### src/rtl/cap_ovr_pkg.sv
package cap_ovr_pkg;

    parameter int unsigned FIFO_DEPTH = 16;
    parameter int unsigned DATA_W     = 32;
    parameter int unsigned CNT_W      = 16;
    parameter int unsigned DMA_THRESH = 4;

    typedef enum logic [1:0] {
        CH_RUN       = 2'd0,
        CH_HALT      = 2'd1,
        CH_WAIT_LOW  = 2'd2,
        CH_WAIT_RISE = 2'd3
    } chan_state_e;

    typedef struct packed {
        logic push;
        logic pop;
        logic flush;
    } fifo_cmd_t;

    // Recovery sequencing: block write wins, then the resume walk.
    function automatic chan_state_e chan_next(
        input chan_state_e cur,
        input logic        set_block,
        input logic        clr_block,
        input logic        en
    );
        chan_state_e nxt;
        nxt = cur;
        if (set_block) begin
            nxt = CH_HALT;
        end else begin
            unique case (cur)
                CH_RUN:       nxt = CH_RUN;
                CH_HALT:      nxt = clr_block ? CH_WAIT_LOW : CH_HALT;
                CH_WAIT_LOW:  nxt = en ? CH_WAIT_LOW : CH_WAIT_RISE;
                CH_WAIT_RISE: nxt = en ? CH_RUN : CH_WAIT_RISE;
                default:      nxt = CH_HALT;
            endcase
        end
        return nxt;
    endfunction

endpackage

### src/rtl/cap_ovr_fifo.sv
module cap_ovr_fifo
    import cap_ovr_pkg::*;
#(
    parameter int unsigned DEPTH = FIFO_DEPTH,
    parameter int unsigned DW    = DATA_W,
    localparam int unsigned AW   = $clog2(DEPTH),
    localparam int unsigned LW   = $clog2(DEPTH + 1)
) (
    input  logic          clk,
    input  logic          rst,
    input  fifo_cmd_t     cmd,
    input  logic [DW-1:0] wdata,
    output logic [DW-1:0] rdata,
    output logic [LW-1:0] level,
    output logic          full
);

    logic [DW-1:0] mem [DEPTH];
    logic [AW-1:0] wp_q, rp_q;
    logic [LW-1:0] cnt_q;
    logic          do_push, do_pop;

    assign full    = (cnt_q == LW'(DEPTH));
    assign do_push = cmd.push && !full && !cmd.flush;
    assign do_pop  = cmd.pop && (cnt_q != '0) && !cmd.flush;
    assign rdata   = mem[rp_q];
    assign level   = cnt_q;

    always_ff @(posedge clk) begin
        if (do_push) begin
            mem[wp_q] <= wdata;
        end
    end

    always_ff @(posedge clk) begin
        if (rst || cmd.flush) begin
            wp_q  <= '0;
            rp_q  <= '0;
            cnt_q <= '0;
        end else begin
            if (do_push) wp_q <= wp_q + AW'(1);
            if (do_pop)  rp_q <= rp_q + AW'(1);
            cnt_q <= cnt_q + LW'(do_push) - LW'(do_pop);
        end
    end

endmodule

### src/rtl/cap_ovr_frame.sv
module cap_ovr_frame
    import cap_ovr_pkg::*;
#(
    parameter int unsigned CW = CNT_W
) (
    input  logic          clk,
    input  logic          rst,
    input  logic          cap_en,
    input  logic          din_vld,
    output logic          word_in,
    output logic [CW-1:0] frame_cnt
);

    logic en_q;
    logic frame_start;

    assign word_in     = cap_en && din_vld;
    assign frame_start = cap_en && !en_q;

    always_ff @(posedge clk) begin
        if (rst) begin
            en_q      <= 1'b0;
            frame_cnt <= '0;
        end else begin
            en_q <= cap_en;
            if (frame_start) begin
                frame_cnt <= CW'(word_in);
            end else if (word_in) begin
                frame_cnt <= frame_cnt + CW'(1);
            end
        end
    end

endmodule

### src/rtl/cap_ovr_ctrl.sv
module cap_ovr_ctrl
    import cap_ovr_pkg::*;
(
    input  logic        clk,
    input  logic        rst,
    input  logic        cap_en,
    input  logic        word_in,
    input  logic        fifo_full,
    input  logic        wr_ctl,
    input  logic        wr_ctl_block,
    input  logic        wr_ien,
    input  logic        wr_ien_val,
    input  logic        wr_stat,
    input  logic        wr_stat_ovr,
    output chan_state_e state,
    output logic        accept,
    output logic        flush,
    output logic        ovr_sts,
    output logic        irq
);

    logic ien_q;
    logic overrun;
    logic open_now;

    assign flush    = wr_ctl && wr_ctl_block;
    assign open_now = (state == CH_RUN) || (state == CH_WAIT_RISE && cap_en);
    assign accept   = word_in && open_now && !flush;
    assign overrun  = accept && fifo_full;
    assign irq      = ovr_sts && ien_q;

    always_ff @(posedge clk) begin
        if (rst) begin
            state   <= CH_RUN;
            ovr_sts <= 1'b0;
            ien_q   <= 1'b0;
        end else begin
            state <= chan_next(state, flush, wr_ctl && !wr_ctl_block, cap_en);
            if (overrun) begin
                ovr_sts <= 1'b1;
            end else if (wr_stat && wr_stat_ovr) begin
                ovr_sts <= 1'b0;
            end
            if (wr_ien) begin
                ien_q <= wr_ien_val;
            end
        end
    end

endmodule

### src/rtl/cap_ovr_recover.sv
module cap_ovr_recover
    import cap_ovr_pkg::*;
#(
    parameter int unsigned DEPTH  = FIFO_DEPTH,
    parameter int unsigned DW     = DATA_W,
    parameter int unsigned CW     = CNT_W,
    parameter int unsigned THRESH = DMA_THRESH,
    localparam int unsigned LW    = $clog2(DEPTH + 1)
) (
    input  logic          clk,
    input  logic          rst,
    input  logic          cap_en,
    input  logic          din_vld,
    input  logic [DW-1:0] din,
    input  logic          dma_pop,
    output logic [DW-1:0] dma_dout,
    output logic          dma_req,
    output logic [LW-1:0] fifo_level,
    output logic [CW-1:0] frame_cnt,
    input  logic          wr_ctl,
    input  logic          wr_ctl_block,
    input  logic          wr_ien,
    input  logic          wr_ien_val,
    input  logic          wr_stat,
    input  logic          wr_stat_ovr,
    output logic          ovr_sts,
    output logic          irq,
    output logic          ctl_block,
    output logic          chan_live
);

    chan_state_e state;
    fifo_cmd_t   cmd;
    logic        word_in, accept, flush, full;

    cap_ovr_frame #(.CW(CW)) frame_i (
        .clk       (clk),
        .rst       (rst),
        .cap_en    (cap_en),
        .din_vld   (din_vld),
        .word_in   (word_in),
        .frame_cnt (frame_cnt)
    );

    cap_ovr_ctrl ctrl_i (
        .clk          (clk),
        .rst          (rst),
        .cap_en       (cap_en),
        .word_in      (word_in),
        .fifo_full    (full),
        .wr_ctl       (wr_ctl),
        .wr_ctl_block (wr_ctl_block),
        .wr_ien       (wr_ien),
        .wr_ien_val   (wr_ien_val),
        .wr_stat      (wr_stat),
        .wr_stat_ovr  (wr_stat_ovr),
        .state        (state),
        .accept       (accept),
        .flush        (flush),
        .ovr_sts      (ovr_sts),
        .irq          (irq)
    );

    assign cmd.push  = accept;
    assign cmd.pop   = dma_pop;
    assign cmd.flush = flush;

    cap_ovr_fifo #(.DEPTH(DEPTH), .DW(DW)) fifo_i (
        .clk   (clk),
        .rst   (rst),
        .cmd   (cmd),
        .wdata (din),
        .rdata (dma_dout),
        .level (fifo_level),
        .full  (full)
    );

    assign chan_live = (state == CH_RUN);
    assign ctl_block = (state == CH_HALT);
    assign dma_req   = chan_live && (fifo_level >= LW'(THRESH));

endmodule

### config.mk
export PLATFORM = sky130hd
export DESIGN_NAME = cap_ovr_recover
export DESIGN_NICKNAME = d
export VERILOG_FILES = /design/src/rtl/cap_ovr_pkg.sv /design/src/rtl/cap_ovr_fifo.sv /design/src/rtl/cap_ovr_frame.sv /design/src/rtl/cap_ovr_ctrl.sv /design/src/rtl/cap_ovr_recover.sv
export SDC_FILE = /design/constraint.sdc
export NUM_CORES = 1
export LEC_CHECK = 0
export ABC_CLOCK_PERIOD_IN_PS = 12800
export CAP_MARGIN = 20
export CORE_ASPECT_RATIO = 0.75
export CORE_MARGIN = 2
export CORE_UTILIZATION = 60
export CTS_CLUSTER_SIZE = 25
export DETAILED_ROUTE_END_ITERATION = 10
export DONT_BUFFER_PORTS = 1
export PLACE_DENSITY = 0.72
export SLEW_MARGIN = 25
export SYNTH_ARGS = -nofsm -noshare
export SYNTH_HDL_FRONTEND = slang
export SYNTH_HIERARCHICAL = 1
export SYNTH_SLANG_ARGS = --single-unit
### constraint.sdc
create_clock -name clk -period 12.8 [get_ports clk]
set_clock_uncertainty 0.05 [all_clocks]
set_input_delay 1.28 -clock clk [delete_from_list [all_inputs] [get_ports clk]]
set_output_delay 1.28 -clock clk [all_outputs]
set_load 0.01 [all_outputs]
Word-level counts from Yosys, hierarchy flattened
Memories as Yosys holds them, arrays and structs flattened. A register that Yosys moved wholly into a read port is not among the register bits.
Cells that the tools add are included.
Storage, ports and cells
  flip-flop bits (word level): 34
  bits in writable memories: 512
  bits of input ports: 43
  output and inout port bits: 58
  word-level logic and storage cells: 61
  memories kept: 1
Operators by class
  add/sub/neg operators: 5
  order comparisons: 1
  eq/ne operators: 4
  muxes and demuxes: 13
  reduce and logical (&&, ||, !) cells: 27
Memory list
  fifo_i.mem: depth 16, width 32, read ports 1, clocked after Yosys merged registers in 1, wr ports 1, RTL line cap_ovr_fifo.sv:18  | logic [DW-1:0] mem [DEPTH];
Operator list (number)
  $add 16x1->16 const B: 1
  $logic_and 1x1->1: 15
  $add 4x1->4 const B: 2
  $mux 1: 8
  $mux 4: 2
  $pmux 2 s4: 1
  $add 5x1->5: 1
  $eq 5x5->1 const B: 1
  $ge 5x3->1 const B: 1
  $reduce_bool 5->1: 1
  $sub 5x1->5: 1
  $eq 2x2->1 const B: 2
  $logic_not 1->1: 4
  $mux 2: 2
  $reduce_bool 2->1: 2
  $reduce_or 2->1: 2
  $eq 2x1->1 const B: 1
  $logic_not 2->1: 1
  $logic_or 1x1->1: 2

Depth between registers and ports, before layout
  depth after elaboration: 9
  mapped depth: 15
  gate-level depth less buffers: 15

Modules after synthesis
Netlist, hierarchy kept.
By module, submodules not included
  cap_ovr_fifo: times used 1, cells an instance 897, area an instance 20006.7 sq um, sequential area each 15715.1 sq um
  cap_ovr_frame: times used 1, cells an instance 84, area an instance 762.0 sq um, sequential area each 340.3 sq um
  cap_ovr_ctrl: times used 1, cells an instance 22, area an instance 197.7 sq um, sequential area each 80.1 sq um
  cap_ovr_recover: times used 1, cells an instance 3, area an instance 26.3 sq um, sequential area each 0.0 sq um

Least setup slack after synthesis
No wires, ideal clock.
  kind: input -> register
  start point: input port cap_en
  end point: memory fifo_i/mem[0][0] in the netlist's numbering (enable)
  library setup time: 0.461 ns
  data arrival time: 4.544 ns
  required time: 12.289 ns
  slack: 7.745 ns
  cell stages on the path: 7
  buffers on the path: 1
  cells stage by stage: and2_1 -> clkbuf_1 -> o211a_1 -> inv_1 -> nor3_1 -> nand2_1 -> nor3_1
On the way
  elaborated cells between the ends (all ways): 9
  classes of those cells: mux: 2; reduce/logical: 7
RTL lines
  from (decl): RTL line cap_ovr_recover.sv:12  | input logic cap_en,
  $logic_and 1x1->1: RTL line cap_ovr_frame.sv:17  | assign word_in = cap_en && din_vld;
  via word_in: RTL line cap_ovr_recover.sv:34  | logic word_in, accept, flush, full;
  $logic_and 1x1->1 (2 in series): RTL line cap_ovr_ctrl.sv:28  | assign accept = word_in && open_now && !flush;
  via accept: RTL line cap_ovr_recover.sv:34
  $logic_and 1x1->1 (2 in series): RTL line cap_ovr_fifo.sv:24  | assign do_push = cmd.push && !full && !cmd.flush;
  $mux 1: RTL line cap_ovr_fifo.sv:30  | if (do_push) begin
  $mux 1 (implied by the code): RTL line cap_ovr_fifo.sv:31  | mem[wp_q] <= wdata;
  to (decl): RTL line cap_ovr_fifo.sv:18
The timed path passes the listed nets, and every way through them passes these cells.

==> summary.txt <==
Outcome
  • Outcome: finished clean

Worst setup path
  • CP startpoint kind: flip-flop
  • Critical path data arrival time: 3600 ps
  • Critical path endpoint category: output port
  • Worst EP required: 11470 ps
  • WS Path Type: reg -> out
  • R2r startpoint: ctrl_i/state[1]$_SDFF_PP0_
  • Critical-path maximum fanout: 31

Synth
  • Post-synthesis cell type with the largest combined area: edfxtp_1
  • Largest cells by area after synthesis: edfxtp_1 (73%), mux4_2 (14%), dfxtp_1 (3.6%)
  • Synth Area in Compound Gates: 2.968%
  • Post-synthesis net count: 1062
  • Synth warnings: 6
  • Synthesized-area fraction occupied by adder cells: 0.8106%
  • Gate Count Post-Synth: 1006
  • Post-Synth XOR/XNOR Area: 0.8344%
  • Register area share after synthesis: 76.86%
  • Post-synthesis cell area: 20990 um2
  • Simple-Gate Fraction of Synth Area: 3.350%
  • Synth top area share: 73.24%
  • Post-synthesis async set-or-reset flop share: 0%
  • Post-Syn Area per Cell: 20.87 um2
  • Largest family of logic cells by synthesized area: multiplexers
  • Synth Flop Type: edfxtp_1
  • Post-synthesis mux area share: 13.83%
  • Number of enable flip-flop cells after synthesis: 512
  • Flop and latch count out of synthesis: 550
  • Number of distinct library cells after synthesis: 45

CTS
  • Max clock buf depth: 3
  • Clock transition at path regs: 60 ps
  • Cts bufs inserted: 49
  • Worst-Skew Late Latency: 560 ps
  • CTS tree: yes
  • Post-CTS Resized: 0
  • Clock root buffer master: clkbuf_16
  • Hold buffers post-CTS: 0
  • Post-CTS Setup Inserts: 0
  • CTS H-tree depth: 2
  • Clk sinks: 550

Floorplan
  • Die width: 220.0 um
  • DIE AREA: 36520 um2
  • Starting Density: 60.76%
  • Die Ht: 166.0 um
  • Core ar.: 34550 um2
  • Io pins: 101
  • FP Rows: 59

Detailed routing
  • DRC viols: 0
  • DRT Wirelength: 40.61 mm
  • Met3 Wirelength: 2.513 mm
  • Pre-antenna DRT Iters: 5
  • Vias: 9737
  • Vias per inst: 6.385
  • Wire per inst: 26.63 um
  • Routed Antenna Nets: 0
  • Met1 WL: 17.35 mm
  • Metal2 WL: 20.13 mm
  • Max Used Layer: met4
  • Initial drt markers: 886

STA
  • Final TNS setup: 0 ps
  • Worst slew margin relative to its limit: 30.73%
  • Tcrit/Tclk final: 38.52%
  • Peak Freq: 202.8 MHz
  • Max Transition Viols Final: 0
  • Fin worst setup slack: 7870 ps
  • Min Tclk post-route: 4931 ps
  • Least-Margin Pin Slew: 1039 ps
  • Hold WS: 441.6 ps
  • Final-report hold violation count: 0
  • RSZ-0062 raised after global routing: no
  • Final setup vio count: 0

Finish
  • Area growth, synth to finish: 10.65%
  • ANT cells: 0
  • Ratio of cells with drive above 1 in the final layout: 23.13%
  • NumNets Final: 1089

GRT
  • Pin count of the biggest net entering global routing: 67
  • Vias in the first global route: 10060
  • Initial antenna violation count: 0
  • GR Util All Layers: 23.00%
  • GRT overflow: 0
  • Global-route wire length before repair: 61.84 mm

Power
  • Net Sw Frac: 21.68%
  • Internal: 2.970 mW
  • Part of the power in combinational logic: 10.5%
  • Part of the power in the clock network: 36.2%
  • Switching Power: 0.8220 mW
  • PD cells: 163.3 nW/um2
  • Flop pwr share: 53.3%
  • Leakage power: 7.133 nW
  • Peak supply drop: 0.1281 mV

Placement
  • Global placer's final weighted congestion: 0.7440
  • Setup WS pre-CTS: 8351 ps
  • Count of input and output buffers: 0
  • HPWL after DPL: 21.63 mm

Hold path
  • Hold Startpoint: ctrl_i/ien_q$_SDFFE_PP0P_
  • Worst Hold Class: reg -> reg

Run
  • Max-Cap Viols: 0
## synth_stat cells (all sizes together) (3+ instances only)
| cell | number |
|---|---|
| nand3 | 8 |
| xor2 | 14 |
| nand4 | 8 |
| xnor2 | 6 |
| mux4 | 128 |
| nand2b | 3 |
| a22oi | 65 |
| ha | 12 |
| a21oi | 10 |
| clkbuf | 22 |
| nor2 | 41 |
| edfxtp | 512 |
| dfxtp | 38 |
| nor2b | 5 |
| nor3 | 8 |
| buf | 27 |
| o21ai | 5 |
| inv | 15 |
| and4 | 4 |
| and2 | 3 |
| nand2 | 51 |
## state kept, by name, indices dropped and copies added (netlist names), named ones only
register,cells
fifo_i/mem,512
fifo_i/wp_q,4
fifo_i/level,5
frame_i/en_q,1
fifo_i/rp_q,4
ctrl_i/ien_q,1
ctrl_i/state,2
ctrl_i/ovr_sts,1
frame_i/frame_cnt,16
## per-layer routing
metal,global-route usage [%],vias up
li1,-,4196
met5,0,-
met1,33.57,5191
met4,4.727,0
met3,4.505,47
met2,37.04,303
## worst paths after layout
kind | slack [ps] | cells past startpoint | to
worst max register to register | 9600 | 14 | fifo_i/level[4]$_SDFF_PP0_
worst min-delay path | 440 | 2 | ctrl_i/ien_q$_SDFFE_PP0P_
worst min register to register | 440 | 2 | ctrl_i/ien_q$_SDFFE_PP0P_
worst max-delay path | 7870 | 5 | dma_dout[8]
## power groups by stage
stage / Sequential (mW) / Combinational [mW] / Clock, mW
after floorplan: 2.03 / 0.372 / 0
after global placement: 2.06 / 0.398 / 0
after detailed placement: 2.06 / 0.406 / 0
after CTS: 2.02 / 0.408 / 1.40
after global routing: 2.03 / 0.436 / 1.47
final: 2.02 / 0.399 / 1.37
## cell type report
cell class	count	area (um2)
clock inverter	16	133.9
timing repair buffer	25	267.8
inverter	15	56.30
clock buffer	70	1348
fill	2169	11320
multi-input combinational	392	4708
tap	457	571.8
sequential	550	16140
## layout by cell type, fill, tap and decap left out, types with 12 or more instances in the layout
cell type / netlist / final
edfxtp_1: 512 / 512
mux4_2: 128 / 128
a22oi_1: 65 / 65
clkbuf_16: 0 / 51
nand2_1: 50 / 50
dfxtp_1: 38 / 36
nor2_1: 40 / 27
buf_4: 9 / 21
clkbuf_1: 22 / 19
inv_1: 15 / 15
nor2_4: 1 / 14
xor2_1: 14 / 14
ha_1: 12 / 12
## stage by stage
step / power (mW) / cell area, um2 / instances / utilization [%]
after floorplan: 2.404 / 20990 / 1006 / -
after global placement: 2.460 / 21640 / 1435 / 62.63
after detailed placement: 2.467 / 21750 / 1439 / 62.95
after CTS: 3.832 / 23230 / 1525 / 67.24
after global routing: 3.933 / 23230 / 1525 / 67.24
final: 3.792 / 23230 / 1525 / 67.24
## critical path, stage by stage (launching register included)
cell and delay, ps:
dfxtp_4 740, buf_4 620, buf_4 590, mux4_2 580, a22oi_1 260, nand2_1 150
## cells by family after synthesis
kind of cell	Yosys count
xor gates and xnor gates	20
buffers and inverters	64
DFF	550
adders and majority gates	13
and+or+nand+nor	143
AOI/OAI and AO/OA	86
muxes	130
(Power assumes the default switching activity.)
